$ cat src/rtl/ord_pkg.sv
package ord_pkg;
  typedef enum logic [2:0] {
    MK_LOAD    = 3'd0,
    MK_STORE   = 3'd1,
    MK_LDBAR   = 3'd2,
    MK_STBAR   = 3'd3,
    MK_FULLBAR = 3'd4
  } mop_kind_e;

  function automatic logic takes_lq(input mop_kind_e k);
    return (k == MK_LOAD) || (k == MK_LDBAR) || (k == MK_FULLBAR);
  endfunction

  function automatic logic takes_sq(input mop_kind_e k);
    return (k == MK_STORE) || (k == MK_STBAR) || (k == MK_FULLBAR);
  endfunction

  function automatic logic is_bar(input mop_kind_e k);
    return (k == MK_LDBAR) || (k == MK_STBAR) || (k == MK_FULLBAR);
  endfunction
endpackage

$ cat src/rtl/ord_slots.sv
module ord_slots
  import ord_pkg::*;
#(
  parameter int DEPTH = 10,
  parameter int LQ_N  = 6,
  parameter int SQ_N  = 4,
  parameter int IDX_W = 4,
  parameter int LC_W  = 3,
  parameter int SC_W  = 3
) (
  input  logic                  clk,
  input  logic                  rst_n,
  input  logic                  req_valid,
  input  mop_kind_e             req_kind,
  input  logic                  cmp_valid,
  input  logic [IDX_W-1:0]      cmp_idx,
  output logic                  accept,
  output logic [IDX_W-1:0]      tail_idx,
  output logic [IDX_W-1:0]      head_idx,
  output logic                  lq_full,
  output logic                  sq_full,
  output logic [DEPTH-1:0]      slot_valid,
  output logic [DEPTH-1:0]      slot_done,
  output mop_kind_e [DEPTH-1:0] slot_kind
);
  logic [DEPTH-1:0]      valid_q, valid_d, done_q, done_d;
  mop_kind_e [DEPTH-1:0] kind_q;
  logic [IDX_W-1:0]      head_q, head_d, tail_q, tail_d;
  logic [LC_W-1:0]       ld_cnt_q, ld_cnt_d;
  logic [SC_W-1:0]       st_cnt_q, st_cnt_d;
  logic                  need_lq, need_sq, pop;
  mop_kind_e             head_kind;

  function automatic logic [IDX_W-1:0] ring_inc(input logic [IDX_W-1:0] p);
    return (p == IDX_W'(DEPTH-1)) ? '0 : p + 1'b1;
  endfunction

  assign lq_full   = (ld_cnt_q == LC_W'(LQ_N));
  assign sq_full   = (st_cnt_q == SC_W'(SQ_N));
  assign need_lq   = takes_lq(req_kind);
  assign need_sq   = takes_sq(req_kind);
  assign accept    = req_valid && (need_lq || need_sq) &&
                     !(need_lq && lq_full) && !(need_sq && sq_full);
  assign head_kind = kind_q[head_q];
  assign pop       = valid_q[head_q] && (done_q[head_q] || is_bar(head_kind));

  always_comb begin
    valid_d = valid_q;
    done_d  = done_q;
    if (pop) begin
      valid_d[head_q] = 1'b0;
      done_d[head_q]  = 1'b0;
    end
    if (cmp_valid) done_d[cmp_idx] = 1'b1;
    if (accept) begin
      valid_d[tail_q] = 1'b1;
      done_d[tail_q]  = 1'b0;
    end
    head_d   = pop ? ring_inc(head_q) : head_q;
    tail_d   = accept ? ring_inc(tail_q) : tail_q;
    ld_cnt_d = ld_cnt_q + LC_W'(accept && need_lq) - LC_W'(pop && takes_lq(head_kind));
    st_cnt_d = st_cnt_q + SC_W'(accept && need_sq) - SC_W'(pop && takes_sq(head_kind));
  end

  always_ff @(posedge clk or negedge rst_n) begin
    if (!rst_n) begin
      valid_q  <= '0;
      done_q   <= '0;
      head_q   <= '0;
      tail_q   <= '0;
      ld_cnt_q <= '0;
      st_cnt_q <= '0;
    end else begin
      if (pop || accept || cmp_valid) begin
        valid_q <= valid_d;
        done_q  <= done_d;
      end
      if (pop) head_q <= head_d;
      if (accept) tail_q <= tail_d;
      if (pop || accept) begin
        ld_cnt_q <= ld_cnt_d;
        st_cnt_q <= st_cnt_d;
      end
    end
  end

  always_ff @(posedge clk) begin
    if (accept) kind_q[tail_q] <= req_kind;
  end

  assign slot_valid = valid_q;
  assign slot_done  = done_q;
  assign slot_kind  = kind_q;
  assign tail_idx   = tail_q;
  assign head_idx   = head_q;


  cmp_target_chk: assert property (@(posedge clk) disable iff (!rst_n)
    cmp_valid |-> (int'(cmp_idx) < DEPTH) && valid_q[cmp_idx] && !done_q[cmp_idx]
                  && !is_bar(kind_q[cmp_idx]));


  budget_bound_chk: assert property (@(posedge clk) disable iff (!rst_n)
    (ld_cnt_q <= LC_W'(LQ_N)) && (st_cnt_q <= SC_W'(SQ_N)));
endmodule

$ cat src/rtl/ord_perm_scan.sv
module ord_perm_scan
  import ord_pkg::*;
#(
  parameter int DEPTH = 10,
  parameter int IDX_W = 4
) (
  input  logic [DEPTH-1:0]      slot_valid,
  input  logic [DEPTH-1:0]      slot_done,
  input  mop_kind_e [DEPTH-1:0] slot_kind,
  input  logic [IDX_W-1:0]      head_idx,
  input  logic                  no_alias,
  output logic [DEPTH-1:0]      perm
);
  always_comb begin
    logic pend_ld, pend_st, ld_fence, st_fence, ld_order_blk, live;
    int   s;
    perm         = '0;
    pend_ld      = 1'b0;
    pend_st      = 1'b0;
    ld_fence     = 1'b0;
    st_fence     = 1'b0;
    ld_order_blk = 1'b0;
    for (int r = 0; r < DEPTH; r++) begin
      s = int'(head_idx) + r;
      if (s >= DEPTH) s = s - DEPTH;
      live = slot_valid[s] && !slot_done[s];
      if (slot_valid[s]) begin
        case (slot_kind[s])
          MK_LOAD: begin
            perm[s] = live && !ld_fence && !ld_order_blk && (no_alias || !pend_st);
            if (live) pend_ld = 1'b1;
          end
          MK_STORE: begin
            perm[s] = live && !pend_ld && !pend_st && !st_fence;
            if (pend_ld) ld_order_blk = 1'b1;
            if (live) pend_st = 1'b1;
          end
          MK_LDBAR: begin
            perm[s] = (r == 0);
            if (pend_ld) ld_order_blk = 1'b1;
            ld_fence = 1'b1;
          end
          MK_STBAR: begin
            perm[s] = (r == 0);
            if (pend_ld) ld_order_blk = 1'b1;
            st_fence = 1'b1;
          end
          MK_FULLBAR: begin
            perm[s] = (r == 0);
            if (pend_ld) ld_order_blk = 1'b1;
            ld_fence = 1'b1;
            st_fence = 1'b1;
          end
          default: ;
        endcase
      end
    end
  end
endmodule

$ cat src/rtl/ord_stall_ctr.sv
module ord_stall_ctr #(
  parameter int W = 16
) (
  input  logic         clk,
  input  logic         rst_n,
  input  logic         req_valid,
  input  logic         accept,
  output logic [W-1:0] cnt
);
  logic         cnt_en;
  logic [W-1:0] cnt_q, cnt_d;

  assign cnt_en = req_valid && !accept;
  assign cnt_d  = cnt_q + W'(1);

  always_ff @(posedge clk or negedge rst_n) begin
    if (!rst_n)      cnt_q <= '0;
    else if (cnt_en) cnt_q <= cnt_d;
  end

  assign cnt = cnt_q;
endmodule

$ cat src/rtl/mem_order_queue.sv
module mem_order_queue
  import ord_pkg::*;
#(
  parameter int LQ_SIZE = 0,
  parameter int SQ_SIZE = 0,
  parameter int DEF_LQ  = 6,
  parameter int DEF_SQ  = 4,
  parameter int STALL_W = 16,
  localparam int LQ_N   = (LQ_SIZE == 0) ? DEF_LQ : LQ_SIZE,
  localparam int SQ_N   = (SQ_SIZE == 0) ? DEF_SQ : SQ_SIZE,
  localparam int DEPTH  = LQ_N + SQ_N,
  localparam int IDX_W  = $clog2(DEPTH),
  localparam int LC_W   = $clog2(LQ_N + 1),
  localparam int SC_W   = $clog2(SQ_N + 1)
) (
  input  logic               clk,
  input  logic               rst_n,
  input  logic               alloc_valid,
  input  logic [2:0]         alloc_kind,
  input  logic               no_alias,
  input  logic               cmp_valid,
  input  logic [IDX_W-1:0]   cmp_idx,
  output logic               alloc_ok,
  output logic [IDX_W-1:0]   alloc_idx,
  output logic               lq_full,
  output logic               sq_full,
  output logic [DEPTH-1:0]   exec_ok,
  output logic [STALL_W-1:0] stall_cnt
);
  mop_kind_e             req_kind;
  logic [DEPTH-1:0]      slot_valid, slot_done, bar_mask, st_mask;
  mop_kind_e [DEPTH-1:0] slot_kind;
  logic [IDX_W-1:0]      head_idx;

  assign req_kind = mop_kind_e'(alloc_kind);

  ord_slots #(
    .DEPTH(DEPTH), .LQ_N(LQ_N), .SQ_N(SQ_N),
    .IDX_W(IDX_W), .LC_W(LC_W), .SC_W(SC_W)
  ) u_slots (
    .clk(clk), .rst_n(rst_n),
    .req_valid(alloc_valid), .req_kind(req_kind),
    .cmp_valid(cmp_valid), .cmp_idx(cmp_idx),
    .accept(alloc_ok), .tail_idx(alloc_idx), .head_idx(head_idx),
    .lq_full(lq_full), .sq_full(sq_full),
    .slot_valid(slot_valid), .slot_done(slot_done), .slot_kind(slot_kind)
  );

  ord_perm_scan #(.DEPTH(DEPTH), .IDX_W(IDX_W)) u_scan (
    .slot_valid(slot_valid), .slot_done(slot_done), .slot_kind(slot_kind),
    .head_idx(head_idx), .no_alias(no_alias), .perm(exec_ok)
  );

  ord_stall_ctr #(.W(STALL_W)) u_stall (
    .clk(clk), .rst_n(rst_n),
    .req_valid(alloc_valid), .accept(alloc_ok), .cnt(stall_cnt)
  );

  for (genvar g = 0; g < DEPTH; g++) begin : g_mask
    assign bar_mask[g] = slot_valid[g] && is_bar(slot_kind[g]);
    assign st_mask[g]  = slot_valid[g] && (slot_kind[g] == MK_STORE);
  end


  lq_stall_chk: assert property (@(posedge clk) disable iff (!rst_n)
    (alloc_valid && lq_full && takes_lq(req_kind)) |=>
      (stall_cnt == $past(stall_cnt) + STALL_W'(1)));


  one_store_chk: assert property (@(posedge clk) disable iff (!rst_n)
    $countones(exec_ok & st_mask) <= 1);


  bar_leave_chk: assert property (@(posedge clk) disable iff (!rst_n)
    (|(exec_ok & bar_mask)) |=> (head_idx != $past(head_idx)));


  bar_single_chk: assert property (@(posedge clk) disable iff (!rst_n)
    $countones(exec_ok & bar_mask) <= 1);


  perm_live_chk: assert property (@(posedge clk) disable iff (!rst_n)
    (exec_ok & ~(slot_valid & ~slot_done)) == '0);
endmodule

$ cat config.mk
export PLATFORM = sky130hd
export DESIGN_NAME = mem_order_queue
export DESIGN_NICKNAME = d
export VERILOG_FILES = /design/src/rtl/ord_pkg.sv /design/src/rtl/ord_slots.sv /design/src/rtl/ord_perm_scan.sv /design/src/rtl/ord_stall_ctr.sv /design/src/rtl/mem_order_queue.sv
export SDC_FILE = /design/constraint.sdc
export NUM_CORES = 1
export LEC_CHECK = 0
export ABC_AREA = 1
export BUFFER_PORTS_ARGS = -buffer_cell sky130_fd_sc_hd__buf_2
export CAP_MARGIN = 25
export CORE_ASPECT_RATIO = 2
export CORE_UTILIZATION = 50
export CTS_CLUSTER_DIAMETER = 200
export CTS_CLUSTER_SIZE = 28
export DETAILED_ROUTE_END_ITERATION = 6
export GPL_ROUTABILITY_DRIVEN = 0
export HOLD_SLACK_MARGIN = 0.08
export PLACE_DENSITY_LB_ADDON = 0.2
export REMOVE_ABC_BUFFERS = 1
export SLEW_MARGIN = 30
export SYNTH_ARGS = -nofsm -noshare
export SYNTH_HDL_FRONTEND = slang
export SYNTH_HIERARCHICAL = 1
export SYNTH_SLANG_ARGS = --single-unit
$ cat constraint.sdc
create_clock -name clk -period 6.35 [get_ports clk]
set_input_delay 1.27 -clock clk [delete_from_list [all_inputs] [get_ports clk]]
set_output_delay 1.27 -clock clk [all_outputs]
set_load 0.02 [all_outputs]
==> flow_summary.yaml, run 1 <==
outcome:
  outcome: "finished with violations"
  violations: "DRC"
route:
  route.vias.total: 17000
  drc: 1
  drtPass1Iterations: 7
  avgViaCountPerCell: 5.92
  wl_per_cell_um: 20.0
  ant_nets: 0
  drt_iter0_drc: 1772
  wl_um: 57700
synthesis:
  synth.distinct_cells: 66
  yosysTopAreaCell: "nand2_1"
  yosysTopAreaCellShare_pct: 25.1
  yosys-top-cells-count: "nand2_1, inv_1, nor2_1"
  synth_cells: 2430
  ys_ff_latch: 80
  synth_area_leaders: "nand2_1, dfrtp_1, inv_1"
  yosysWarnings: 6
  syn_area_mm2: 0.0134
  synth_ff_type: "dfrtp_1"
  syn_area_per_cell_um2: 5.53
  yosysMostFrequentCell: "nand2_1"
  synth_seq_area_share_pct: 16.0
  synth_edf_count: 30
  async_reset_ff_share_pct: 62.5
floorplanning:
  std_cell_rows: 84
  die_x_um: 118
  dieHeight_um: 234
  fp.dieArea_mm2: 0.0276
  core-area_mm2: 0.0264
  io_pins: 45
  start_util_pct: 51.0
placement:
  placed_area_mm2: 0.0142
  dp_hpwl_um: 43700
  port_buffers: 44
  dp.cells: 2824
  dp_slack_ns: 0.277
timing:
  setup_viol: 0
  fmax_ghz: 0.161
  grt_setup_unrepaired: "true"
  max_slew_margin_pct: 41.4
  fin_skew_ns: 0.0101
  period_share_pct: 97.7
  worst_pin_slew_ns: 0.873
  min_period_ns: 6.21
  fin_ws_ns: 0.144
  finalHoldViolCount: 0
  drv_slew: 0
global_route:
  grt_first_pass_wirelength_um: 86500
  track_usage_pct: 41.4
  grt_pass1_vias: 15800
  globalRouteOverflowTotal: 0
  grt_start_max_net_pins: 109
  antenna_found_initial: 0
worst_setup_path:
  cp-end-kind: "primary output"
  rr_startpoint: "u_slots/head_idx[1]"
  crit_top_cell: "nand2_1"
  required_ns: 5.08
  start_kind: "flip-flop"
  path_class: "reg -> out"
  cpPeakStageDelay_ns: 0.44
  crit_start: "u_slots/head_idx[2]"
  worstPathArrival_ns: 4.94
  cp_max_fo: 12
  cp_slowest_cell: "dfrtp_2"
clock_network:
  cts_root_buf: "clkbuf_16"
  insertion_delay_ns: 0.36
  cts_tree: "built"
  htreeDepth: 3
  cts_num_sinks: 80
  cts_buffer_depth: 2
  clkSlewWorstSetupHoldPaths_ns: 0.06
  cts_buffers: 9
final_layout:
  fillerInstances: 2678
  area_growth_pct: 14.6
  final_cells: 2880
  drive_gt1_share_pct: 17.1
  utilization_pct: 58.4
  final_nets: 2574
  diodes: 0
  final_area_mm2: 0.0154
job:
  cap_violations: 0
min_path:
  min_from: "u_stall/cnt[15]"
  hold_path.class: "reg -> reg"
[cells in the final DEF, fill, tap and decap left out, drive strengths merged, types with 4 or more instances in the layout]
cell | netlist | final
a21oi | 82 | 82
xnor2 | 13 | 13
o22ai | 16 | 16
nand4 | 40 | 40
o21a | 7 | 7
inv | 308 | 311
nor2 | 301 | 301
clkinvlp | 0 | 4
o221ai | 4 | 4
a31oi | 13 | 13
o21bai | 6 | 6
o211ai | 8 | 8
nand3b | 10 | 11
nor3 | 31 | 31
buf | 42 | 143
nand3 | 192 | 193
edfxtp | 30 | 30
nand2 | 941 | 941
xor2 | 14 | 14
clkbuf | 13 | 9
dfrtp | 50 | 50
clkinv | 8 | 7
or2 | 5 | 5
nor4 | 5 | 5
ha | 28 | 28
o21ai | 229 | 229
a22oi | 10 | 10
a21boi | 10 | 10
[metrics by stage]
step	setup TNS, ns	hold WS, ns
2_1_floorplan	-14.22	0.463
3_3_place_gp	0	0.465
3_5_place_dp	0	0.478
4_1_cts	0	0.495
5_1_grt	-0.488	0.532
6_report	0	0.485
[worst max-delay path: cells and delay by family (launching register included)]
| family | cells | cell delay, ns |
|---|---|---|
| AO/OA/AOI/OAI | 2 | 0.26 |
| buffers and inverters | 7 | 0.93 |
| flip-flops | 1 | 0.44 |
| AND/OR/NAND/NOR | 24 | 2.73 |
| adder cells (fa/ha/maj) | 1 | 0.18 |
[timing repair]
| action | in CTS | in global routing |
|---|---|---|
| pin swaps | 0 | 31 |
| cloned | 0 | 2 |
| setup endpoints to repair | 10 | 10 |
| setup buffers | 0 | 38 |
| endpoints found under the hold margin | 0 | 0 |
| gates resized for setup | 9 | 134 |
| hold buffers | 0 | 0 |
[state kept, by name, summed over array words and instances (netlist names)]
register and flops:
u_slots/head_idx 4, u_slots/slot_done 10, u_slots/ld_cnt_q 3, u_slots/slot_valid 10, u_slots/st_cnt_q 3, u_stall/cnt 16
u_slots/slot_kind 30, u_slots/tail_idx 4
[routing by layer]
layer	GRT usage [%]	part of all wire, %	wire length [um]	up-vias
li1	-	-	-	8008
met1	37.4	30	17500	7579
met2	70.6	47	27100	1002
met3	10.6	9.0	5220	458
met4	48.0	14	7840	0
met5	0	0	0	-
[cell families (layout without fill, tap and decap cells)]
kind of cell | count (synthesis) | in the layout | share of synthesized area [%]
multiplexers | 2 | 2 | 0.158
XOR/XNOR | 27 | 27 | 2.34
AO/OA/AOI/OAI | 392 | 392 | 17.1
buffers and inverters | 371 | 475 | 11.4
flip-flops | 80 | 80 | 16.0
adder cells (fa/ha/maj) | 31 | 31 | 3.05
AND/OR/NAND/NOR | 1527 | 1529 | 49.9
[path summary, 6_finish.rpt]
| kind | endpoint | slack, ns | cells after the start |
|---|---|---|---|
| min in group asynchronous | u_slots/ld_cnt_q[1] | 1.01 | 2 |
| max | exec_ok[7] | 0.14 | 34 |
| min | u_stall/cnt[15] | 0.49 | 2 |
| max in group asynchronous | u_slots/head_idx[2] | 4.83 | 2 |
| min reg2reg | u_stall/cnt[15] | 0.49 | 2 |
| max reg2reg | u_slots/ld_cnt_q[2] | 2.29 | 18 |
[final cells by class]
cell class | instances | area (um2) | area share [%]
clock inverter | 7 | 83.8 | 0.544
sequential | 80 | 2160 | 14.0
multi-input combinational | 1981 | 10300 | 66.6
clock buffer | 9 | 225 | 1.46
timing repair buffer | 143 | 1030 | 6.70
tap | 344 | 430 | 2.79
inverter | 316 | 1220 | 7.91
Power of run 1 is left out: the tool's default activity adds up to more than one toggle a clock period on the data nets, which glitch-free logic cannot reach.
==> run 2, diff against run 1 <==
CORE_ASPECT_RATIO = 1.25   (was 2)
RECOVER_POWER = 50   (was default)
SLEW_MARGIN = 20   (was 30)
==> flow_summary.yaml, run 2 (synthesized netlist as in run 1, its figures left out) <==
outcome:
  outcome: "finished with violations"
  violations: "DRC, capacitance limit, slew limit"
floorplanning:
  die_x_um: 149
  dieHeight_um: 185
  core-area_mm2: 0.0263
  io_pins: 45
  std_cell_rows: 66
  start_util_pct: 51.2
  fp.dieArea_mm2: 0.0276
job:
  cap_violations: 1
worst_setup_path:
  worstPathArrival_ns: 4.88
  path_class: "reg -> out"
  cp-end-kind: "primary output"
  cpPeakStageDelay_ns: 0.48
  critical_path_buf_inv_count: 7
  crit_family: "simple AND/OR/NAND/NOR gates"
  required_ns: 5.08
  crit_top_cell: "nand2_1"
  start_kind: "flip-flop"
  cp_max_fo: 9
  cp_slowest_cell: "fa_1"
placement:
  port_buffers: 44
  dp_slack_ns: 0.397
  placed_area_mm2: 0.0142
  dp_hpwl_um: 39000
  dp.cells: 2810
clock_network:
  htreeDepth: 3
  cts_tree: "built"
  clkSlewWorstSetupHoldPaths_ns: 0.06
  insertion_delay_ns: 0.34
  hold_buffers: 0
  cts_root_buf: "clkbuf_16"
  cts_num_sinks: 80
  cts_buffer_depth: 2
  cts_buffers: 9
route:
  ant_nets: 0
  avgViaCountPerCell: 5.83
  wl_per_cell_um: 17.6
  drt_iter0_drc: 1758
  top_layer_used: "met5"
  wl_um: 50100
  drc: 12
  route.vias.total: 16600
  wirelength_met1_um: 18300
  wl_met3_um: 4430
  wl_met2_um: 23400
  drtPass1Iterations: 7
min_path:
  hold_path.class: "reg -> reg"
timing:
  setup_viol: 0
  drv_slew: 51
  finalHoldViolCount: 0
  period_share_pct: 96.8
  hold_slack_ns: 0.494
  fin_ws_ns: 0.200
  grt_setup_unrepaired: "true"
  worst_pin_slew_ns: 2.76
  fmax_ghz: 0.163
  min_period_ns: 6.15
  max_slew_margin_pct: -84.0
  fin_skew_ns: 0.00590
global_route:
  globalRouteOverflowTotal: 0
  track_usage_pct: 36.0
  antenna_found_initial: 1
  grt_start_max_net_pins: 106
  grt_first_pass_wirelength_um: 77300
  grt_pass1_vias: 15000
final_layout:
  diodes: 0
  mostFrequentLayoutCells: "nand2_1, inv_1, nor2_1"
  largest_reg_flops: 30
  final_cells: 2852
  drive_gt1_share_pct: 14.3
  final_nets: 2550
  area_growth_pct: 11.1
  final_common_cell: "nand2_1"
  final_area_mm2: 0.0149
==> run 2: changes by cell type in the layout (fill, tap and decap cells not counted), sizes merged <==
| cell | delta |
|---|---|
| clkbuf | +17 |
| clkinvlp | +2 |
| clkinv | +1 |
| buf | -40 |
| nand3b | -1 |
| bufinv | -1 |
| inv | -1 |
| nand3 | -1 |
==> run 2: layout make-up <==
class | count | area [um2]
repair inverters | 1 | 5.00
flip-flops and latches | 80 | 2160
repair buffers | 120 | 822
multi-input cells | 1979 | 10000
inverters | 316 | 1210
fillers | 2658 | 11300
clock inverters | 7 | 53.8
clock buffers | 9 | 225
well taps | 340 | 425
==> run 2: metal layers <==
metal,vias to the layer above,global-route usage (%)
li1,7962,-
met2,927,61.5
met4,2,25.4
met5,-,0
met3,257,6.82
met1,7476,40.0
==> run 2: final timing paths <==
kind / from / end / slack [ns] / cells after the start
max: u_slots/head_idx[1] / exec_ok[3] / 0.20 / 30
min: u_stall/cnt[15] / u_stall/cnt[15] / 0.49 / 2
max reg2reg: u_slots/head_idx[0] / u_slots/ld_cnt_q[2] / 2.38 / 17
min reg2reg: u_stall/cnt[15] / u_stall/cnt[15] / 0.49 / 2
max in group asynchronous: rst_n / u_slots/head_idx[0] / 2.49 / 2
min in group asynchronous: rst_n / u_slots/ld_cnt_q[2] / 1.89 / 2
==> run 2: timing repair <==
action,in CTS,in global routing
setup buffers,0,23
resized for setup,0,85
setup endpoints to repair,0,10
==> run 2: worst register-to-register path: stages, from the launching register on <==
cell       delay, ns
dfrtp_4         0.52
buf_4           0.20
clkbuf_16       0.25
nand2_4         0.16
inv_2           0.07
nand2_2         0.12
inv_2           0.07
a22oi_1         0.19
nand3_1         0.50
nand2_4         0.47
nor2_1          0.09
ha_1            0.29
inv_1           0.04
ha_1            0.18
fa_1            0.39
xor2_1          0.17
nand2_1         0.06
o21ai_0         0.08
==> run 2: stage by stage <==
step           TNS (ns)  utilization, %
5_1_grt          -0.478            56.9
4_1_cts               0            55.0
3_3_place_gp          0            53.9
3_5_place_dp          0            53.9
2_1_floorplan    -14.22               -
6_report              0            56.9
Power of run 2 is left out for the same reason.
==> run 3, diff against run 2 <==
clock period = 6.3 ns   (was 6.35 ns; I/O delays follow)
==> flow_summary.yaml, run 3 (synthesized netlist as in run 1, its figures left out) <==
clock_network:
  cts_tree: "built"
  clkSlewWorstSetupHoldPaths_ns: 0.06
  htreeDepth: 3
  cts_buffer_depth: 2
  insertion_delay_ns: 0.34
  cts_buffers: 9
  cts_num_sinks: 80
  cts_root_buf: "clkbuf_16"
final_layout:
  final_area_mm2: 0.0153
  largest_reg_flops: 30
  final_common_cell: "nand2_1"
  diodes: 0
  utilization_pct: 58.1
  mostFrequentLayoutCells: "nand2_1, inv_1, nor2_1"
  final_nets: 2560
  final_cells: 2862
  fillerInstances: 2633
  drive_gt1_share_pct: 16.1
  area_growth_pct: 13.5
route:
  wl_per_cell_um: 17.3
  drc: 2
  wl_um: 49700
  route.vias.total: 16600
  drt_iter0_drc: 1811
  ant_nets: 0
  avgViaCountPerCell: 5.79
  drtPass1Iterations: 7
floorplanning:
  core-area_mm2: 0.0263
  fp.dieArea_mm2: 0.0276
  die_x_um: 149
  start_util_pct: 51.2
  io_pins: 45
  std_cell_rows: 66
  dieHeight_um: 185
timing:
  period_share_pct: 97.2
  finalHoldViolCount: 0
  fin_ws_ns: 0.177
  worst_pin_slew_ns: 2.67
  min_period_ns: 6.12
  drv_slew: 51
  max_slew_margin_pct: -77.7
  setup_viol: 0
  fmax_ghz: 0.163
  fin_skew_ns: 0.00610
placement:
  dp_hpwl_um: 38500
  placed_area_mm2: 0.0142
  port_buffers: 44
  dp_slack_ns: 0.313
  dp.cells: 2817
global_route:
  antenna_found_initial: 1
  grt_first_pass_wirelength_um: 77000
  grtUsageMet2_pct: 59.9
  grt_pass1_vias: 14900
  globalRouteOverflowTotal: 0
  gr-max-usage-layer: "met2"
  grt_start_max_net_pins: 66
  track_usage_pct: 35.6
  grt_use_met3_pct: 5.27
  grt_util_met1_pct: 40.9
job:
  cap_violations: 1
worst_setup_path:
  critical_path_buf_inv_count: 6
  required_ns: 5.04
  cp_slowest_cell: "nor2_1"
  start_kind: "flip-flop"
  path_class: "reg -> out"
  path_cells: "buf_8 > ha_2 > nand2_2 > o21ai_1 > inv_1 > nor2_2 > buf_4 > inv_1 > o21ai_0 > nand2_1 > nand2_1 > a22oi_1 > inv_1 > nand2_1 > nor2_1 > a221oi_1 > nand3_4 > a21oi_1 > nor3_1 > a21oi_1 > buf_2"
  cp-end-kind: "primary output"
  worstPathArrival_ns: 4.86
  cp_max_fo: 16
  crit_family: "simple AND/OR/NAND/NOR gates"
  cpPeakStageDelay_ns: 0.70
outcome:
  outcome: "finished with violations"
  violations: "DRC, capacitance limit, slew limit"
min_path:
  hold_path.class: "reg -> reg"
-- run 3: worst paths after layout --
path                       slack [ns]                  end  cells after the start           startpoint
hold / removal                   0.49      u_stall/cnt[15]                      2      u_stall/cnt[15]
min in group asynchronous        1.85  u_slots/ld_cnt_q[0]                      2                rst_n
hold reg to reg                  0.49      u_stall/cnt[15]                      2      u_stall/cnt[15]
setup reg to reg                 2.36  u_slots/st_cnt_q[2]                     20  u_slots/head_idx[0]
setup / recovery                 0.18           exec_ok[8]                     21  u_slots/head_idx[1]
max in group asynchronous        2.56  u_slots/head_idx[0]                      2                rst_n
-- run 3: per-stage QoR --
stage | hold WS [ns] | setup TNS (ns)
2_1_floorplan | 0.463 | -14.62
3_5_place_dp | 0.482 | 0
3_3_place_gp | 0.471 | 0
6_report | 0.493 | 0
5_1_grt | 0.516 | -0.847
4_1_cts | 0.497 | 0
-- run 3: timing repair --
action | CTS | global route
resized for setup | 4 | 153
hold buffers | 0 | 0
buffers inserted | 0 | 24
pin swaps | 0 | 24
endpoints found under the setup margin | 7 | 10
cloned | 0 | 5
-- run 3: cell type report --
type,count,area [um2],share of cell area [%]
timing repair buffer,126,852,5.58
sequential,80,2160,14.1
clock buffer,9,225,1.48
clock inverter,7,52.6,0.344
tap,340,425,2.79
inverter,316,1220,8.00
multi-input combinational,1984,10300,67.7
-- run 3: per-layer routing --
metal | share of wire, % | wire length [um]
met1 | 37 | 18300
met2 | 47 | 23200
met5 | 0 | 0
met3 | 8.9 | 4440
met4 | 7.5 | 3720
-- run 3: worst reg2reg max path: cells and delay by family, from the launching register on --
family | cells | cell delay (ns)
XOR/XNOR | 1 | 0.13
adder cells (fa/ha/maj) | 3 | 0.76
flip-flops | 1 | 0.46
AND/OR/NAND/NOR | 7 | 0.90
AO/OA/AOI/OAI | 4 | 0.68
buffers and inverters | 5 | 0.87
Power of run 3 is left out for the same reason.
